**src/rtl/cfgreloc_pkg.sv**
```systemverilog
`timescale 1ns/1ps
package cfgreloc_pkg;
    localparam int WORD_W = 32;

    localparam logic [2:0] HDR_TYPE1 = 3'b001;
    localparam logic [2:0] HDR_TYPE2 = 3'b010;
    localparam logic [1:0] OP_WRITE  = 2'b10;

    localparam logic [4:0] REG_FADDR = 5'd1;
    localparam logic [4:0] REG_FDATA = 5'd2;
    localparam logic [4:0] REG_CTRL  = 5'd4;
    localparam logic [4:0] CTRL_MULTIWRITE = 5'd2;

    localparam int HALF_BIT = 23;
    localparam int ROW_LSB  = 16;
    localparam int ROW_W    = 5;
    localparam int MAJ_LSB  = 8;
    localparam int MAJ_W    = 8;
    localparam int CNT_W    = 27;

    typedef struct packed {
        logic                    en;
        logic                    flip;
        logic signed [ROW_W:0]   row_off;
        logic signed [MAJ_W:0]   maj_off;
    } reloc_cfg_t;

    typedef enum logic [2:0] {
        WK_HEADER,
        WK_FADDR,
        WK_FDATA,
        WK_CTRL,
        WK_OTHER
    } word_kind_t;

    typedef struct packed {
        logic [2:0]       htype;
        logic [1:0]       op;
        logic [4:0]       regsel;
        logic [CNT_W-1:0] count;
    } hdr_t;

    function automatic hdr_t decode_header(input logic [WORD_W-1:0] w);
        hdr_t h;
        h.htype  = w[31:29];
        h.op     = w[28:27];
        h.regsel = w[17:13];
        h.count  = (w[31:29] == HDR_TYPE1) ? {16'b0, w[10:0]} : w[26:0];
        return h;
    endfunction

    function automatic logic [WORD_W-1:0] bit_reverse(input logic [WORD_W-1:0] w);
        logic [WORD_W-1:0] r;
        for (int i = 0; i < WORD_W; i++) begin
            r[i] = w[WORD_W-1-i];
        end
        return r;
    endfunction
endpackage

```
**src/rtl/cfgreloc_parser.sv**
```systemverilog
`timescale 1ns/1ps
module cfgreloc_parser
    import cfgreloc_pkg::*;
(
    input  logic              clk,
    input  logic              rst,
    input  logic              adv,
    input  logic [WORD_W-1:0] word,
    output word_kind_t        kind,
    output logic              busy
);
    logic [4:0]       reg_q;
    logic [CNT_W-1:0] left_q;
    hdr_t             hdr;

    assign hdr  = decode_header(word);
    assign busy = (left_q != '0);

    always_comb begin
        if (left_q == '0) begin
            kind = WK_HEADER;
        end else begin
            case (reg_q)
                REG_FADDR: kind = WK_FADDR;
                REG_FDATA: kind = WK_FDATA;
                REG_CTRL:  kind = WK_CTRL;
                default:   kind = WK_OTHER;
            endcase
        end
    end

    always_ff @(posedge clk) begin
        if (rst) begin
            reg_q  <= '0;
            left_q <= '0;
        end else if (adv) begin
            if (left_q == '0) begin
                if (hdr.htype == HDR_TYPE1) begin
                    reg_q  <= hdr.regsel;
                    left_q <= (hdr.op == OP_WRITE) ? hdr.count : '0;
                end else if (hdr.htype == HDR_TYPE2) begin
                    left_q <= (hdr.op == OP_WRITE) ? hdr.count : '0;
                end
            end else begin
                left_q <= left_q - 1'b1;
            end
        end
    end
endmodule

```
**src/rtl/cfgreloc_far_xlate.sv**
```systemverilog
`timescale 1ns/1ps
module cfgreloc_far_xlate
    import cfgreloc_pkg::*;
#(
    parameter int NUM_ROWS   = 4,
    parameter int NUM_MAJORS = 24
) (
    input  logic [WORD_W-1:0] word,
    input  reloc_cfg_t        cfg,
    output logic [WORD_W-1:0] xlated,
    output logic              out_of_range
);
    localparam logic signed [ROW_W+1:0] ROW_LIM = (ROW_W+2)'(NUM_ROWS);
    localparam logic signed [MAJ_W+1:0] MAJ_LIM = (MAJ_W+2)'(NUM_MAJORS);

    logic signed [ROW_W+1:0] row_sum;
    logic signed [MAJ_W+1:0] maj_sum;

    always_comb begin
        row_sum = $signed({2'b00, word[ROW_LSB +: ROW_W]})
                + $signed({cfg.row_off[ROW_W], cfg.row_off});
        maj_sum = $signed({2'b00, word[MAJ_LSB +: MAJ_W]})
                + $signed({cfg.maj_off[MAJ_W], cfg.maj_off});

        out_of_range = row_sum[ROW_W+1] || (row_sum >= ROW_LIM)
                    || maj_sum[MAJ_W+1] || (maj_sum >= MAJ_LIM);

        xlated                     = word;
        xlated[ROW_LSB +: ROW_W]   = row_sum[ROW_W-1:0];
        xlated[MAJ_LSB +: MAJ_W]   = maj_sum[MAJ_W-1:0];
        xlated[HALF_BIT]           = word[HALF_BIT] ^ cfg.flip;
    end
endmodule

```
**src/rtl/cfgreloc_mirror.sv**
```systemverilog
`timescale 1ns/1ps
module cfgreloc_mirror
    import cfgreloc_pkg::*;
#(
    parameter int FRAME_WORDS = 5
) (
    input  logic              clk,
    input  logic              rst,
    input  logic              in_valid,
    input  logic [WORD_W-1:0] in_data,
    output logic              in_ready,
    output logic              out_valid,
    output logic [WORD_W-1:0] out_data,
    input  logic              out_ready,
    output logic              busy
);
    localparam int IDX_W = $clog2(FRAME_WORDS);
    localparam logic [IDX_W-1:0] LAST = IDX_W'(FRAME_WORDS - 1);
    localparam logic [IDX_W-1:0] MID  = IDX_W'(FRAME_WORDS / 2);

    logic [WORD_W-1:0] fbuf_q [FRAME_WORDS];
    logic [IDX_W-1:0]  idx_q;
    logic [IDX_W-1:0]  src_idx;
    logic              drain_q;

    assign in_ready  = !drain_q;
    assign out_valid = drain_q;
    assign busy      = drain_q || (idx_q != '0);
    assign src_idx   = LAST - idx_q;
    assign out_data  = (idx_q == MID) ? fbuf_q[MID] : bit_reverse(fbuf_q[src_idx]);

    always_ff @(posedge clk) begin
        if (in_valid && !drain_q) begin
            fbuf_q[idx_q] <= in_data;
        end
    end

    always_ff @(posedge clk) begin
        if (rst) begin
            idx_q   <= '0;
            drain_q <= 1'b0;
        end else if (!drain_q) begin
            if (in_valid) begin
                if (idx_q == LAST) begin
                    idx_q   <= '0;
                    drain_q <= 1'b1;
                end else begin
                    idx_q <= idx_q + 1'b1;
                end
            end
        end else if (out_ready) begin
            if (idx_q == LAST) begin
                idx_q   <= '0;
                drain_q <= 1'b0;
            end else begin
                idx_q <= idx_q + 1'b1;
            end
        end
    end
endmodule

```
**src/rtl/cfgreloc_filter.sv**
```systemverilog
`timescale 1ns/1ps
module cfgreloc_filter
    import cfgreloc_pkg::*;
#(
    parameter int FRAME_WORDS = 5,
    parameter int NUM_ROWS    = 4,
    parameter int NUM_MAJORS  = 24
) (
    input  logic              clk,
    input  logic              rst,
    input  logic              cfg_load,
    input  logic              cfg_enable,
    input  logic              cfg_flip,
    input  logic [ROW_W:0]    cfg_row_off,
    input  logic [MAJ_W:0]    cfg_maj_off,
    input  logic              s_valid,
    output logic              s_ready,
    input  logic [WORD_W-1:0] s_data,
    output logic              m_valid,
    input  logic              m_ready,
    output logic [WORD_W-1:0] m_data,
    output logic              err
);
    reloc_cfg_t        cfg_q;
    word_kind_t        kind;
    logic              parse_busy;
    logic              mir_busy;
    logic              busy;
    logic              accept;
    logic [WORD_W-1:0] far_word;
    logic              far_bad;
    logic [WORD_W-1:0] xform;
    logic              block_multi;
    logic              to_mirror;
    logic              mir_in_valid;
    logic              mir_in_ready;
    logic              mir_out_valid;
    logic              mir_out_ready;
    logic [WORD_W-1:0] mir_out_data;

    assign busy = parse_busy || mir_busy;

    always_ff @(posedge clk) begin
        if (rst) begin
            cfg_q <= '0;
        end else if (cfg_load && !busy) begin
            cfg_q.en      <= cfg_enable;
            cfg_q.flip    <= cfg_flip;
            cfg_q.row_off <= $signed(cfg_row_off);
            cfg_q.maj_off <= $signed(cfg_maj_off);
        end
    end

    cfgreloc_parser u_parse (
        .clk  (clk),
        .rst  (rst),
        .adv  (accept),
        .word (s_data),
        .kind (kind),
        .busy (parse_busy)
    );

    cfgreloc_far_xlate #(
        .NUM_ROWS   (NUM_ROWS),
        .NUM_MAJORS (NUM_MAJORS)
    ) u_far (
        .word         (s_data),
        .cfg          (cfg_q),
        .xlated       (far_word),
        .out_of_range (far_bad)
    );

    cfgreloc_mirror #(
        .FRAME_WORDS (FRAME_WORDS)
    ) u_mirror (
        .clk       (clk),
        .rst       (rst),
        .in_valid  (mir_in_valid),
        .in_data   (s_data),
        .in_ready  (mir_in_ready),
        .out_valid (mir_out_valid),
        .out_data  (mir_out_data),
        .out_ready (mir_out_ready),
        .busy      (mir_busy)
    );

    assign to_mirror   = cfg_q.en && cfg_q.flip && (kind == WK_FDATA);
    assign block_multi = cfg_q.en && cfg_q.flip && (kind == WK_CTRL)
                      && (s_data[4:0] == CTRL_MULTIWRITE);

    always_comb begin
        if (cfg_q.en && kind == WK_FADDR) begin
            xform = far_word;
        end else if (block_multi) begin
            xform = '0;
        end else begin
            xform = s_data;
        end
    end

    always_comb begin
        mir_in_valid  = 1'b0;
        mir_out_ready = 1'b0;
        if (mir_out_valid) begin
            m_valid       = 1'b1;
            m_data        = mir_out_data;
            s_ready       = 1'b0;
            mir_out_ready = m_ready;
        end else if (to_mirror) begin
            m_valid      = 1'b0;
            m_data       = '0;
            s_ready      = mir_in_ready;
            mir_in_valid = s_valid;
        end else begin
            m_valid = s_valid;
            m_data  = xform;
            s_ready = m_ready;
        end
    end

    assign accept = s_valid && s_ready;

    always_ff @(posedge clk) begin
        if (rst) begin
            err <= 1'b0;
        end else if (accept && ((cfg_q.en && kind == WK_FADDR && far_bad) || block_multi)) begin
            err <= 1'b1;
        end
    end
endmodule

```
**config.mk**
```make
export PLATFORM = sky130hd
export DESIGN_NAME = cfgreloc_filter
export DESIGN_NICKNAME = d
export VERILOG_FILES = /design/src/rtl/cfgreloc_pkg.sv /design/src/rtl/cfgreloc_parser.sv /design/src/rtl/cfgreloc_far_xlate.sv /design/src/rtl/cfgreloc_mirror.sv /design/src/rtl/cfgreloc_filter.sv
export SDC_FILE = /design/constraint.sdc
export NUM_CORES = 1
export LEC_CHECK = 0
export BUFFER_PORTS_ARGS = -buffer_cell sky130_fd_sc_hd__buf_2
export CORE_MARGIN = 2
export CORE_UTILIZATION = 30
export DETAILED_ROUTE_END_ITERATION = 16
export GPL_ROUTABILITY_DRIVEN = 0
export PLACE_DENSITY = 0.56
export REMOVE_ABC_BUFFERS = 1
export SYNTH_ARGS = -nofsm -noshare
export SYNTH_HDL_FRONTEND = slang
export SYNTH_HIERARCHICAL = 1
export SYNTH_SLANG_ARGS = --single-unit
```
**constraint.sdc**
```tcl
create_clock -name clk -period 8.7 [get_ports clk]
set_clock_uncertainty 0.1 [all_clocks]
set_input_delay 1.74 -clock clk [delete_from_list [all_inputs] [get_ports clk]]
set_output_delay 1.74 -clock clk [all_outputs]
set_load 0.05 [all_outputs]
```
==> run metrics <==
pre-CTS WS=2630 ps; max-cap violation count=0; CTS Buf Count=21; Pint=2140 uW; critical path's largest stage delay=840 ps; Fin Setup TNS=0 ps; core box area=35500 um^2; CP Data Required Time=6860 ps; number of vias per cell=between 5 and 6; first-pass GRT wire length=45.6 mm; cts hold-fix bufs=0; Slew Limit Fails=0; Layout area overhead=13.8%; initial antenna violation count=4; clock group share of total power=about a quarter; ys flop type=edfxtp_1; clock sink count=roughly 210; synthesized area=~11000 um^2; fill count=3515; ANT nets after route=0; synthesized flop and latch total=214; fin cells=1431; RSZ-0062 raised after global routing=no; vias in the first global route=roughly 7500; DRT iter0 DRCs=620; # H-tree levels=1; Longest Clk Path Bufs=3; Critical Path Slowest Stage Cell=a21oi_4; Initial DRT Pass Iterations=5; Initial Utilization=30.4%; # setup viols final=0; cells after synthesis=890; post-DR wirelength/cell=20.7 um; number of distinct library cells after synthesis=72; largest net degree at the start of global routing=45; CTS tree=built; post-CTS sizing=0; Sequential Power Share=36.0%; Cell Chain, Critical Path=nor4_1 -> nand2_1 -> or3_1 -> and3_1 -> nand2b_1 -> o311ai_4 -> a21oi_4 -> a21o_1 -> buf_2; post-synth top area share=roughly 45%; CP Buf/Inv Count=1; num ports=between 80 and 90; min Tclk post-route=6610 ps; Vias=7591; pwr dens=between 200 and 300 nW/um^2; grt ovf=0; clock slew at reported path FFs=60 ps; Synth async-reset ratio=0%; Critical Path AT=4770 ps; Die ar.=between 30000 and 40000 um^2; Hold Path Class=reg -> reg; register area share after synthesis=54.6%; share of cells above drive strength 1=between 20% and 30%; Yosys top cell by area=edfxtp_1; Die Ht=slightly below 200 um; Final Worst Setup Slack=2090 ps; switching power total=1380 uW; Final period util=between 70 and 80%; ranking of synthesized cells by area=edfxtp_1 (45%), dfxtp_1 (10%), mux4_2 (6.7%), mux2i_1 (4.1%), a21oi_1 (3.8%); gate family responsible for the most delay along the worst path=simple AND/OR/NAND/NOR gates; I/O Buffers=88; fmax=151 MHz; Post-DP HPWL=roughly 20 mm; DRC errors left=0; Sw Ratio=39.2%; dpl cells=around 1400; NumNets Final=between 1000 and 1500; number of flops mapped to enable cells by yosys=160; CTS Root Buffer Type=clkbuf_16; Routed WL=29.6 mm; total track usage=15.4%; CP Max Fanout=28; die width=194 um; Worst Setup End Kind=output port; Setup crit start kind=flop; combinational share of power=38.7%; Worst Max-Slew Pin Slew=approximately 1000 ps; Fin. Hold Viols=0; Worst VDD drop=roughly 0.22 mV; Avg Inst Size Synth=12.1 um^2; clock latency on the worst-skew pair=roughly 500 ps; Slew headroom=~30%; Leakage Power=0.00433 uW; Yosys warnings=6; postcts setup bufs=0; row count=69; Setup CP Type=reg -> out; status=finished, final reports clean
[cell families (layout without fill, tap and decap cells)]
logic type,after synthesis,in the layout,share of synthesized area [%]
adder cells (fa/ha/maj),22,22,2.69
XOR/XNOR,13,13,1.06
multiplexers,79,79,11.1
flip-flops,214,214,54.6
other,0,1,0
AND/OR/NAND/NOR,252,252,12.1
buffers and inverters,81,160,4.08
AO/OA/AOI/OAI,229,229,14.4
[state kept, by name (all words and copies together), names as in the netlist]
name,count
u_parse/reg_q,5
err,1
u_mirror/fbuf_q,160
u_mirror/idx_q,3
u_mirror/out_valid,1
u_parse/left_q,27
cfg_q,17
[layout by cell type, fill, tap and decap left out, types with 5 or more instances in the layout]
cell type | netlist | routed
nand4_1 | 5 | 5
xnor2_1 | 8 | 8
o21ai_0 | 32 | 32
nand3_1 | 20 | 20
ha_1 | 20 | 19
xor2_1 | 5 | 5
a32o_1 | 5 | 5
and3_1 | 13 | 13
a22o_1 | 28 | 28
clkbuf_1 | 22 | 6
buf_2 | 16 | 88
inv_1 | 16 | 16
nor3_1 | 22 | 20
buf_4 | 21 | 19
nand2b_1 | 10 | 9
a21oi_1 | 82 | 82
nand2_1 | 65 | 65
edfxtp_1 | 160 | 160
mux4_2 | 32 | 32
a21o_1 | 30 | 30
clkbuf_16 | 0 | 21
a21o_2 | 8 | 8
a31oi_1 | 9 | 9
nor2_1 | 68 | 67
dfxtp_1 | 54 | 52
nor4_1 | 10 | 8
mux2i_1 | 44 | 44
[cells in the mapped netlist, drive strengths merged, types with 6 or more instances]
| master | n |
|---|---|
| xnor2 | 8 |
| nor4 | 14 |
| nand2b | 10 |
| a21o | 38 |
| and3 | 13 |
| nand2 | 65 |
| nor2 | 68 |
| inv | 16 |
| nor3 | 25 |
| ha | 20 |
| o21ai | 34 |
| edfxtp | 160 |
| nand3 | 21 |
| a31oi | 9 |
| nand4 | 6 |
| a22o | 28 |
| a21oi | 84 |
| buf | 43 |
| clkbuf | 22 |
| mux4 | 32 |
| mux2i | 44 |
| dfxtp | 54 |
[worst reg2reg max path, delay by kind of cell (launching register included)]
kind / cells / cell delay (ps)
AND/OR/NAND/NOR: 10 / 3850
flip-flops: 1 / 340
buffers and inverters: 1 / 380
[area by class of cell]
class | instances | area, um^2 | area share, %
Sequential cell | 214 | 5890 | 48.0
Clock inverter | 9 | 96.3 | 0.785
Clock buffer | 28 | 562 | 4.58
Multi-Input combinational cell | 595 | 4500 | 36.7
Timing Repair Buffer | 107 | 583 | 4.75
Inverter | 16 | 60.1 | 0.489
Antenna cell | 1 | 2.50 | 0.0204
Tap cell | 461 | 577 | 4.70
[power groups by stage]
stage / Combinational [uW] / Clock (uW) / Sequential, uW
global route: 1500 / 952 / 1280
finish: 1360 / 893 / 1270
CTS: 1330 / 912 / 1270
global placement: 1330 / 0 / 1280
floorplan: 1010 / 0 / 1270
detailed placement: 1330 / 0 / 1290
[per-layer routing]
layer	up-vias	GRT usage, %	wire [um]	share of wire, %
met5	-	0	48	0.16
met4	8	4.07	648	2.2
met3	55	2.21	1760	5.9
met2	243	25.8	14200	48
met1	3756	21.1	13000	44
li1	3529	-	-	-
[stage by stage]
stage / instance area, um^2 / util, % / power (uW) / hold WS (ps)
2_1_floorplan: 10400 / - / 2280 / 334
3_3_place_gp: 11600 / 32.7 / 2610 / 350
3_5_place_dp: 11600 / 32.7 / 2610 / 355
4_1_cts: 12300 / 34.6 / 3510 / 366
5_1_grt: 12300 / 34.6 / 3740 / 382
6_report: 12300 / 34.6 / 3530 / 361
[final timing paths]
kind,from,endpoint,slack (ps),cells after the start
worst max register to register,u_parse/left_q[15],u_mirror/fbuf_q[1][0],3690,11
worst max-delay path,u_parse/left_q[15],m_data[18],2090,9
worst min-delay path,cfg_q[12],cfg_q[12],360,2
worst min register to register,cfg_q[12],cfg_q[12],360,2
(Power assumes the default switching activity.)
